$ cat config.mk
export PLATFORM = sky130hd
export DESIGN_NAME = psr_refresh_top
export DESIGN_NICKNAME = d
export VERILOG_FILES = /design/src/rtl/psr_refresh_pkg.sv /design/src/rtl/psr_refresh_dp.sv /design/src/rtl/psr_refresh_ctrl.sv /design/src/rtl/psr_refresh_top.sv
export SDC_FILE = /design/constraint.sdc
export NUM_CORES = 1
export LEC_CHECK = 0
export BUFFER_PORTS_ARGS = -buffer_cell sky130_fd_sc_hd__buf_2
export CELL_PAD_IN_SITES_DETAIL_PLACEMENT = 0
export CELL_PAD_IN_SITES_GLOBAL_PLACEMENT = 2
export CORE_UTILIZATION = 36
export CTS_BUF_LIST = sky130_fd_sc_hd__clkbuf_4
export CTS_CLUSTER_SIZE = 20
export DETAILED_ROUTE_END_ITERATION = 8
export GPL_ROUTABILITY_DRIVEN = 1
export PLACE_DENSITY = 0.76
export RECOVER_POWER = 100
export SLEW_MARGIN = 0
export SYNTH_ARGS = -nofsm -noshare
export SYNTH_HDL_FRONTEND = slang
export SYNTH_SLANG_ARGS = --single-unit
$ cat constraint.sdc
create_clock -name clk -period 1.6 [get_ports clk]
set_clock_uncertainty 0.05 [all_clocks]
set_input_delay 0.32 -clock clk [delete_from_list [all_inputs] [get_ports clk]]
set_output_delay 0.32 -clock clk [all_outputs]
set_load 0.05 [all_outputs]
$ cat src/rtl/psr_refresh_pkg.sv
package psr_refresh_pkg;
  // Strobes from control to datapath
  typedef struct packed {
    logic latchExt;   // capture the external row address
    logic issueExt;   // refresh the captured external row
    logic issueInt;   // refresh the counter row and advance the counter
  } refStrobes_t;
endpackage

$ cat src/rtl/psr_refresh_dp.sv
module psr_refresh_dp
  import psr_refresh_pkg::*;
#(
  parameter int unsigned ROWS  = 256,
  localparam int unsigned ROW_W = $clog2(ROWS)
) (
  input  logic             clk,
  input  logic             rstN,
  input  refStrobes_t      strobes,
  input  logic [ROW_W-1:0] rowAddr,
  output logic [ROW_W-1:0] refreshRow
);

  localparam logic [ROW_W-1:0] LAST_ROW = ROW_W'(ROWS - 1);

  logic [ROW_W-1:0] rowCnt;
  logic [ROW_W-1:0] extRow;

  always_ff @(posedge clk or negedge rstN) begin
    if (!rstN) begin
      extRow <= '0;
    end else if (strobes.latchExt) begin
      extRow <= rowAddr;
    end
  end

  always_ff @(posedge clk or negedge rstN) begin
    if (!rstN) begin
      rowCnt <= '0;
    end else if (strobes.issueInt) begin
      rowCnt <= (rowCnt == LAST_ROW) ? '0 : rowCnt + 1'b1;
    end
  end

  always_ff @(posedge clk or negedge rstN) begin
    if (!rstN) begin
      refreshRow <= '0;
    end else if (strobes.issueExt) begin
      refreshRow <= extRow;
    end else if (strobes.issueInt) begin
      refreshRow <= rowCnt;
    end
  end

  // the counter moves only after an internal refresh was issued
  assert_counter_moves_on_issue_R4: assert property (@(posedge clk) disable iff (!rstN)
    (rowCnt != $past(rowCnt)) |-> $past(strobes.issueInt));

  // never issue both kinds at once
  assert_single_source_R4: assert property (@(posedge clk) disable iff (!rstN)
    !(strobes.issueExt && strobes.issueInt));

endmodule

$ cat src/rtl/psr_refresh_ctrl.sv
module psr_refresh_ctrl
  import psr_refresh_pkg::*;
#(
  parameter int unsigned IDLE_CYCLES = 64,
  parameter int unsigned TICK_CYCLES = 3125,
  parameter int unsigned REF_LEN     = 3,
  parameter int unsigned AUTO_Q      = 3,
  localparam int unsigned IDLE_W = $clog2(IDLE_CYCLES + 1),
  localparam int unsigned TICK_W = $clog2(TICK_CYCLES + 1),
  localparam int unsigned BUSY_W = $clog2(REF_LEN + 1),
  localparam int unsigned AQ_W   = $clog2(AUTO_Q + 1)
) (
  input  logic        clk,
  input  logic        rstN,
  input  logic        chipEn,
  input  logic        oeStrobe,
  input  logic        writeEn,
  output refStrobes_t strobes,
  output logic        rowRefresh,
  output logic        busy
);

  logic              oePrev;
  logic              extPend;
  logic [AQ_W-1:0]   autoCnt;
  logic              selfPend;
  logic              selfActive;
  logic [IDLE_W-1:0] idleCnt;
  logic [TICK_W-1:0] tickCnt;
  logic [BUSY_W-1:0] busyCnt;

  logic accessNow, ceOnly, strobeRise, canIssue;
  logic issueExt, issueAuto, issueSelf, issueAny, tickWrap;

  always_comb begin
    accessNow  = chipEn && (oeStrobe || writeEn);
    ceOnly     = chipEn && !oeStrobe && !writeEn;
    strobeRise = oeStrobe && !oePrev && !chipEn;
    canIssue   = (busyCnt == '0) && !accessNow;
    issueExt   = canIssue && extPend;
    issueAuto  = canIssue && !extPend && (autoCnt != '0);
    issueSelf  = canIssue && !extPend && (autoCnt == '0) && selfPend;
    issueAny   = issueExt || issueAuto || issueSelf;
    tickWrap   = selfActive && !chipEn && (tickCnt == TICK_W'(TICK_CYCLES - 1));
    strobes.latchExt = ceOnly;
    strobes.issueExt = issueExt;
    strobes.issueInt = issueAuto || issueSelf;
  end

  // strobe edge detector and the pending external request
  always_ff @(posedge clk or negedge rstN) begin
    if (!rstN) begin
      oePrev  <= 1'b0;
      extPend <= 1'b0;
    end else begin
      oePrev <= oeStrobe;
      if (ceOnly)        extPend <= 1'b1;
      else if (issueExt) extPend <= 1'b0;
    end
  end

  // queue of strobe requests not yet served
  always_ff @(posedge clk or negedge rstN) begin
    if (!rstN) begin
      autoCnt <= '0;
    end else begin
      case ({strobeRise && (autoCnt != AQ_W'(AUTO_Q)), issueAuto})
        2'b10:   autoCnt <= autoCnt + 1'b1;
        2'b01:   autoCnt <= autoCnt - 1'b1;
        default: autoCnt <= autoCnt;
      endcase
    end
  end

  // idle detector that switches self refresh on and off
  always_ff @(posedge clk or negedge rstN) begin
    if (!rstN) begin
      idleCnt    <= '0;
      selfActive <= 1'b0;
    end else if (chipEn) begin
      idleCnt    <= '0;
      selfActive <= 1'b0;
    end else if (idleCnt == IDLE_W'(IDLE_CYCLES - 1)) begin
      selfActive <= 1'b1;
    end else begin
      idleCnt <= idleCnt + 1'b1;
    end
  end

  // self-refresh tick timer
  always_ff @(posedge clk or negedge rstN) begin
    if (!rstN) begin
      tickCnt  <= '0;
      selfPend <= 1'b0;
    end else if (chipEn || !selfActive) begin
      tickCnt  <= '0;
      selfPend <= 1'b0;
    end else begin
      tickCnt <= tickWrap ? '0 : tickCnt + 1'b1;
      if (tickWrap)       selfPend <= 1'b1;
      else if (issueSelf) selfPend <= 1'b0;
    end
  end

  // execution of a refresh
  always_ff @(posedge clk or negedge rstN) begin
    if (!rstN) begin
      busyCnt    <= '0;
      rowRefresh <= 1'b0;
    end else begin
      rowRefresh <= issueAny;
      if (issueAny)              busyCnt <= BUSY_W'(REF_LEN);
      else if (busyCnt != '0)    busyCnt <= busyCnt - 1'b1;
    end
  end

  assign busy = (busyCnt != '0);

  // a refresh is never issued in a cycle that carried an access
  assert_no_refresh_on_access_R7: assert property (@(posedge clk) disable iff (!rstN)
    rowRefresh |-> $past(!(chipEn && (oeStrobe || writeEn))));

  // a refresh request always comes with busy
  assert_busy_with_refresh_R8: assert property (@(posedge clk) disable iff (!rstN)
    rowRefresh |-> busy);

  // no back-to-back refresh requests
  assert_no_back_to_back_R8: assert property (@(posedge clk) disable iff (!rstN)
    rowRefresh |=> !rowRefresh);

  // chip enable ends self refresh at the next edge
  assert_self_stops_R6: assert property (@(posedge clk) disable iff (!rstN)
    chipEn |=> !selfActive);

  // timer requests exist only while self refresh is active
  assert_self_pend_needs_active_R5: assert property (@(posedge clk) disable iff (!rstN)
    $rose(selfPend) |-> $past(selfActive));

endmodule

$ cat src/rtl/psr_refresh_top.sv
module psr_refresh_top #(
  parameter int unsigned ROWS             = 256,
  parameter int unsigned RETENTION_CYCLES = 800000,
  parameter int unsigned TICK_CYCLES      = RETENTION_CYCLES / ROWS,
  parameter int unsigned IDLE_CYCLES      = 64,
  parameter int unsigned REF_LEN          = 3,
  parameter int unsigned AUTO_Q           = 3,
  localparam int unsigned ROW_W = $clog2(ROWS)
) (
  input  logic             clk,
  input  logic             rstN,
  input  logic             chipEn,
  input  logic             oeStrobe,
  input  logic             writeEn,
  input  logic [ROW_W-1:0] rowAddr,
  output logic             rowRefresh,
  output logic [ROW_W-1:0] refreshRow,
  output logic             busy
);

  psr_refresh_pkg::refStrobes_t strobes;

  psr_refresh_ctrl #(
    .IDLE_CYCLES(IDLE_CYCLES),
    .TICK_CYCLES(TICK_CYCLES),
    .REF_LEN    (REF_LEN),
    .AUTO_Q     (AUTO_Q)
  ) i_ctrl (
    .clk       (clk),
    .rstN      (rstN),
    .chipEn    (chipEn),
    .oeStrobe  (oeStrobe),
    .writeEn   (writeEn),
    .strobes   (strobes),
    .rowRefresh(rowRefresh),
    .busy      (busy)
  );

  psr_refresh_dp #(
    .ROWS(ROWS)
  ) i_dp (
    .clk       (clk),
    .rstN      (rstN),
    .strobes   (strobes),
    .rowAddr   (rowAddr),
    .refreshRow(refreshRow)
  );

endmodule

==> impl_metrics.ini, run 1 <==
[floorplan]
start_util = 0.379
fp.dieW_microns = 84.5
core_area_sq_um = 6460
die_h_microns = 84.5
num_rows = 29
ios = 23
die_area_sq_um = 7130

[logic_synthesis]
synthFlopType = dfrtp_1
synth_fp_nets = 246
syn_area_per_cell_sq_um = 10.8
ys_warn_count = 0
seq_area_frac_synth = 0.532
synth_seq_cells = 52
async_reset_ff_frac = 1.00
syn_inst = 227
synth_edf_count = 0
syn_area_sq_um = 2450
synth_cell_types = 40

[routing]
first_iter_violations = 59
dr.pass1.iters = 6
wirelength_microns = 4570
final_antenna_net_count = 0
dr_total_vias = 1727
vias_per_cell = 4.86
drt-wirelength-per-cell_microns = 12.9
drc = 9

[place]
dp_slack_ns = 0.00507
routabilityCongestion = 0.702
place_area_sq_um = 2810
hpwl_microns = 3140
portBuffers = 22

[cells_and_area]
drive_above_1_share = 0.299
fin_area_sq_um = 2960
fin_nets = 296
diodes = 0
syn_to_final_growth_pct = 20.8

[clock_network]
ctsLongestPathBuffers = 2
clkSlewWorstSetupHoldPaths_ns = 0.16
cts_root_buf = clkbuf_4
cts_made_buffers = 5
h-tree-depth = 2
clkSinkCount = 52
cts_tree = yes
clk_latency_ns = 0.38

[worst_setup_path]
crit_type = flop to output pin
cp-start-kind = flop
worst-path-max-fanout = 3
endpoint_kind = output pin
required_ns = 1.23
worstPathArrival_ns = 1.30

[flow_run]
drv_cap = 0

[global_route]
grt_start_max_net_pins = 53
grt_use_met1 = 0.173
busiest_layer = met2
grt_pass1_wl_microns = 8180
met3_usage = 0.0275
grt_pass1_vias = 1821
grt-ovfl-total = 0
antenna_found_initial = 0
grt_usage = 0.144
use_met2 = 0.256

[sta]
period_needed_ns = 1.67
setup_slack_ns = -0.0688
setup_violations = 3
fmax_mhz = 599
rsz0062_at_grt = true
tightest_slew_ns = 0.720
hold_violations = 0
holdWs_ns = 0.0847
period_share = 1.04
relSlewSlack = 0.520
drv_slew = 0

[status]
outcome = finished, violations left
violations = DRC, setup timing

[power_and_ir_drop]
p_leak_nw = 1.29
ir_drop_v = 0.000457
pwr_density_cell_nw_per_um2 = 1260
finalPower_w = 0.00371

[worst_hold_path]
hp-class = input pin to flop
==> cell usage after synthesis, types with 2 or more instances <==
cell type	count	area (sq um)
a21oi_1	7	35.0
and2_1	2	12.5
and3_2	2	15.0
and4_1	3	26.3
buf_6	3	33.8
clkbuf_1	2	7.51
dfrtp_1	52	1300
ha_1	6	75.1
inv_1	8	30.0
mux2_2	8	90.1
mux2i_1	9	90.1
nand2_1	23	86.3
nand2b_1	2	12.5
nand3_1	9	45.0
nand4_1	7	43.8
nor2_1	27	101
nor3_1	4	20.0
o21ai_0	11	55.1
o31ai_1	3	22.5
or3_1	3	18.8
xnor2_1	6	52.6
xor2_1	12	105
==> report_power, final <==
part           switching [W]  internal (W)
Sequential          0.000128       0.00152
Combinational       0.000805      0.000620
Clock               0.000452      0.000185
Total                0.00138       0.00233
==> flip-flops by register name (all words and copies together) (netlist names) <==
signal,cells
i_dp.extRow,8
i_ctrl.busyCnt,2
i_ctrl.autoCnt,2
i_ctrl.oePrev,1
i_ctrl.selfPend,1
i_ctrl.extPend,1
i_dp.refreshRow,8
i_ctrl.tickCnt,12
i_ctrl.idleCnt,7
i_ctrl.selfActive,1
i_ctrl.rowRefresh,1
i_dp.rowCnt,8
==> per-layer routing <==
layer,share of wire,routed length (microns)
met1,0.47,2130
met4,0.015,68
met2,0.49,2240
met5,0,0
met3,0.029,132
==> stage by stage <==
stage / utilization / TNS [ns] / instances
floorplan: - / -0.139 / 227
global placement: 0.435 / 0 / 340
detailed placement: 0.435 / 0 / 340
CTS: 0.457 / -0.114 / 352
global route: 0.458 / -1.81 / 355
finish: 0.458 / -0.103 / 355
==> final cells by class <==
| cell class | instances | area, sq um |
|---|---|---|
| Clock buffer | 5 | 37.5 |
| Clock inverter | 3 | 27.5 |
| Fill cell | 639 | 3500 |
| Inverter | 8 | 32.5 |
| Multi-Input combinational cell | 160 | 1130 |
| Sequential cell | 52 | 1300 |
| Tap cell | 77 | 96.3 |
| Timing Repair Buffer | 50 | 332 |
==> what timing repair did <==
item,in CTS,in global routing
pin swaps,5,10
hold buffers,1,0
gates resized for setup,13,10
buffers inserted,3,3
endpoints found under the setup margin,3,18
endpoints found under the hold margin,52,0
==> final timing paths <==
path | endpoint | cells after the start | slack [ns] | start
min | i_ctrl.oePrev | 1 | 0.08 | oeStrobe
min in group asynchronous | i_dp.extRow[6] | 3 | 0.57 | rstN
max | busy | 5 | -0.07 | i_ctrl.busyCnt[1]
max in group asynchronous | i_ctrl.autoCnt[1] | 3 | 0.45 | rstN
max reg2reg | i_dp.rowCnt[7] | 6 | -0.03 | i_ctrl.busyCnt[1]
min reg2reg | i_dp.refreshRow[1] | 2 | 0.45 | i_dp.refreshRow[1]
==> critical path: stages, from the launching register on <==
cell     delay [ns]
dfrtp_1        0.41
inv_1          0.06
ha_2           0.18
buf_6          0.11
inv_4          0.03
buf_8          0.13
==> layout by cell type (no fill, tap or decap), types with 2 or more instances in the layout <==
cell type	instances
a21oi_1	5
a21oi_2	2
and4_1	3
buf_2	11
buf_4	18
clkbuf_1	4
clkbuf_2	11
clkbuf_4	7
dfrtp_1	52
ha_1	4
inv_1	7
mux2_2	8
mux2i_1	9
nand2_1	23
nand2b_1	2
nand3_1	8
nand4_1	7
nor2_1	25
nor3_1	3
o21ai_0	11
o31ai_1	2
or3_1	3
or3_4	2
xnor2_1	5
xor2_1	12
==> kinds of logic (layout without fill, tap and decap cells) <==
| group | after synthesis | count (layout) | synth area share |
|---|---|---|---|
| and+or+nand+nor | 92 | 92 | 0.193 |
| DFF | 52 | 52 | 0.532 |
| AOI/OAI and AO/OA | 27 | 27 | 0.0721 |
| xor gates and xnor gates | 18 | 18 | 0.0644 |
| muxes | 17 | 17 | 0.0736 |
| buffers and inverters | 15 | 66 | 0.0343 |
| adders and majority gates | 6 | 6 | 0.0307 |
(Power assumes the default switching activity.)
==> run 2: changes to the inputs <==
--- a/config.mk
+++ b/config.mk
@@ -8,6 +8,7 @@
 export BUFFER_PORTS_ARGS = -buffer_cell sky130_fd_sc_hd__buf_2
 export CELL_PAD_IN_SITES_DETAIL_PLACEMENT = 0
 export CELL_PAD_IN_SITES_GLOBAL_PLACEMENT = 2
+export CORE_MARGIN = 2
 export CORE_UTILIZATION = 36
 export CTS_BUF_LIST = sky130_fd_sc_hd__clkbuf_4
 export CTS_CLUSTER_SIZE = 20
@@ -18,4 +19,5 @@
 export SLEW_MARGIN = 0
 export SYNTH_ARGS = -nofsm -noshare
 export SYNTH_HDL_FRONTEND = slang
+export SYNTH_HIERARCHICAL = 1
 export SYNTH_SLANG_ARGS = --single-unit
==> run 2 against run 1 <==
Net effect: the run ends with setup timing left; setup slack worse by 0.038 ns; worst hold slack better by 0.034 ns; utilization is 0.40 points lower; non-clock buffer count increased by 8; clock power fell by 8.0%; die area increased by 5.9%; largest power group unchanged.
==> impl_metrics.ini, run 2 <==
[logic_synthesis]
netlist_top_cells_count = dfrtp_1 (52), nand2_1 (23), o21ai_0 (19), inv_1 (13), nand3_1 (10)
synth_edf_count = 0
syn_area_sq_um = 2470
syn_area_per_cell_sq_um = 10.7
synth_cell_types = 42
syn_inst = 232
yosysMostFrequentCell = dfrtp_1
async_reset_ff_frac = 1.00
synth.top_cell.area_share = 0.526
yosysTopAreaCell = dfrtp_1
seq_area_frac_synth = 0.526
synth_seq_cells = 52
ys_warn_count = 6
synthTopCellsByArea = dfrtp_1 (53%), mux2_2 (4.1%), o21ai_0 (3.8%)
synthFlopType = dfrtp_1
synth_fp_nets = 251

[cells_and_area]
layout_common_cells = dfrtp_1 (52), buf_4 (22), nand2_1 (21)
multi_input_area_sq_um = 1130
diodes = 0
final_common_cell = dfrtp_1
top_register = i_ctrl/tickCnt
regArea_sq_um = 1300
syn_to_final_growth_pct = 23.2
fill_cells = 656
largest_reg_flops = 12
fin_area_sq_um = 3050
drive_above_1_share = 0.292
fin_nets = 306

[clock_network]
cts_tree = yes
clkSinkCount = 52
clk_latency_ns = 0.36
h-tree-depth = 2
clkSlewWorstSetupHoldPaths_ns = 0.16
cts_root_buf = clkbuf_4
cts_made_buffers = 5
ctsLongestPathBuffers = 2

[status]
outcome = finished, violations left
violations = setup timing

[routing]
vias_per_cell = 5.13
drt-wirelength-per-cell_microns = 13.0
first_iter_violations = 46
wirelength_microns = 4770
dr_total_vias = 1889
final_antenna_net_count = 0
dr.pass1.iters = 4
drc = 0

[worst_setup_path]
required_ns = 1.80
worst-path-max-fanout = 12
crit_end = i_ctrl/tickCnt[11]
rrSetupSlack_ns = -0.11
worstPathArrival_ns = 1.91
cp-start-kind = flop
r2r_end = i_ctrl/tickCnt[11]
crit_slowest_cell = or4b_4
r2r-start = i_ctrl/tickCnt[0]
max_stage_delay_ns = 0.47
cp-startpoint = i_ctrl/tickCnt[0]
crit_type = flop to flop
ff2ff_path_depth = 6
critPathTopFamily = simple AND/OR/NAND/NOR gates
path_buf_inv = 2
endpoint_kind = flop
path_cells = inv_1 -> ha_1 -> or4b_4 -> o311ai_4 -> buf_12 -> a21oi_1
path_depth = 6

[power_and_ir_drop]
pwr_density_cell_nw_per_um2 = 1280
p_leak_nw = 1.33
ir_drop_v = 0.000314
finalPower_w = 0.00391

[sta]
rsz0062_at_grt = true
fmax_mhz = 586
relSlewSlack = 0.518
holdWs_ns = 0.118
setup_violations = 17
setup_slack_ns = -0.107
tightest_slew_ns = 0.723
hold_violations = 0
drv_slew = 0
period_share = 1.07
finalSetupTns_ns = -1.38
period_needed_ns = 1.71

[global_route]
grt_usage = 0.144
grt_pass1_wl_microns = 8650
grt_start_max_net_pins = 53
grt-ovfl-total = 0
antenna_found_initial = 0
grt_pass1_vias = 1868

[floorplan]
fp.dieW_microns = 86.9
start_util = 0.368
die_area_sq_um = 7550
die_h_microns = 86.9
core_area_sq_um = 6720
ios = 23
num_rows = 30

[worst_hold_path]
hp-class = input pin to flop

[place]
portBuffers = 22
routabilityCongestion = 0.719
place_area_sq_um = 2910
hpwl_microns = 3400

[flow_run]
drv_cap = 0
## run 2: cell types whose count changed in the layout (fill, tap and decap cells not counted), moves of 3 or more
cell     previous run  this run
nor2_1             25         8
o21ai_1             1        11
xor2_1             12         4
a21oi_1             5         9
buf_4              18        22
or4_1               0         4
a31oi_1             1         4
inv_1               7        10
inv_2               0         3
nor3_1              3         6
o21ai_0            11         8
## run 2: worst reg2reg max path: stages (launching register included)
cell and delay [ns]:
dfrtp_1 0.41, inv_1 0.06, ha_1 0.13, or4b_4 0.47
o311ai_4 0.27, buf_12 0.17, a21oi_1 0.05
## run 2: kinds of logic after synthesis
| family | synth area share |
|---|---|
| AO/OA/AOI/OAI | 0.124 |
| XOR/XNOR | 0.0354 |
| adder cells (fa/ha/maj) | 0.0303 |
| buffers and inverters | 0.0450 |
| flip-flops | 0.526 |
| multiplexers | 0.0733 |
| AND/OR/NAND/NOR | 0.166 |
## run 2: layer usage
metal  wire, microns  vias up  track usage  part of all wire
li1                -      946            -                 -
met1            2220      922        0.187              0.46
met2            2380       17        0.240              0.50
met3             116        4       0.0322             0.024
met4              55        0       0.0426             0.012
met5               0        -            0                 0
## run 2: how the worst min path moves through the flow
stage / start / to / depth (start not counted)
6_report: rowAddr[6] / i_dp/extRow[6] / 2
5_1_grt: rowAddr[5] / i_dp/extRow[5] / 2
4_1_cts: rowAddr[6] / i_dp/extRow[6] / 2
3_5_place_dp: rstN / i_ctrl/busyCnt[0] / 2
3_3_place_gp: rstN / i_ctrl/autoCnt[1] / 2
2_1_floorplan: rstN / i_ctrl/autoCnt[0] / 0
## run 2: report_power, final
part / total [W] / internal [W] / switching [W] / leakage [nW]
logic: 0.00151 / 0.000641 / 0.000874 / 0.643
clock network: 0.000587 / 0.000167 / 0.000420 / 0.0249
registers: 0.00180 / 0.00157 / 0.000230 / 0.665
## run 2: cell type report
class | instances | share of cell area
Sequential cell | 52 | 0.427
Multi-Input combinational cell | 157 | 0.370
Timing Repair Buffer | 58 | 0.136
Tap cell | 80 | 0.0328
Inverter | 13 | 0.0160
Clock buffer | 5 | 0.0123
Clock inverter | 3 | 0.00616
## run 2: per-stage QoR
step | util | std cells | worst slack, ns
2_1_floorplan | - | 232 | -0.0863
4_1_cts | 0.450 | 364 | -0.108
3_5_place_dp | 0.433 | 353 | -0.142
3_3_place_gp | 0.433 | 353 | -0.127
5_1_grt | 0.454 | 368 | -0.177
6_report | 0.454 | 368 | -0.107
## run 2: what timing repair did
action | CTS | global route
pin swaps | 4 | 3
endpoints found under the setup margin | 23 | 29
buffers inserted | 2 | 4
endpoints found under the hold margin | 52 | 0
hold buffers | 1 | 0
gates resized for setup | 11 | 18
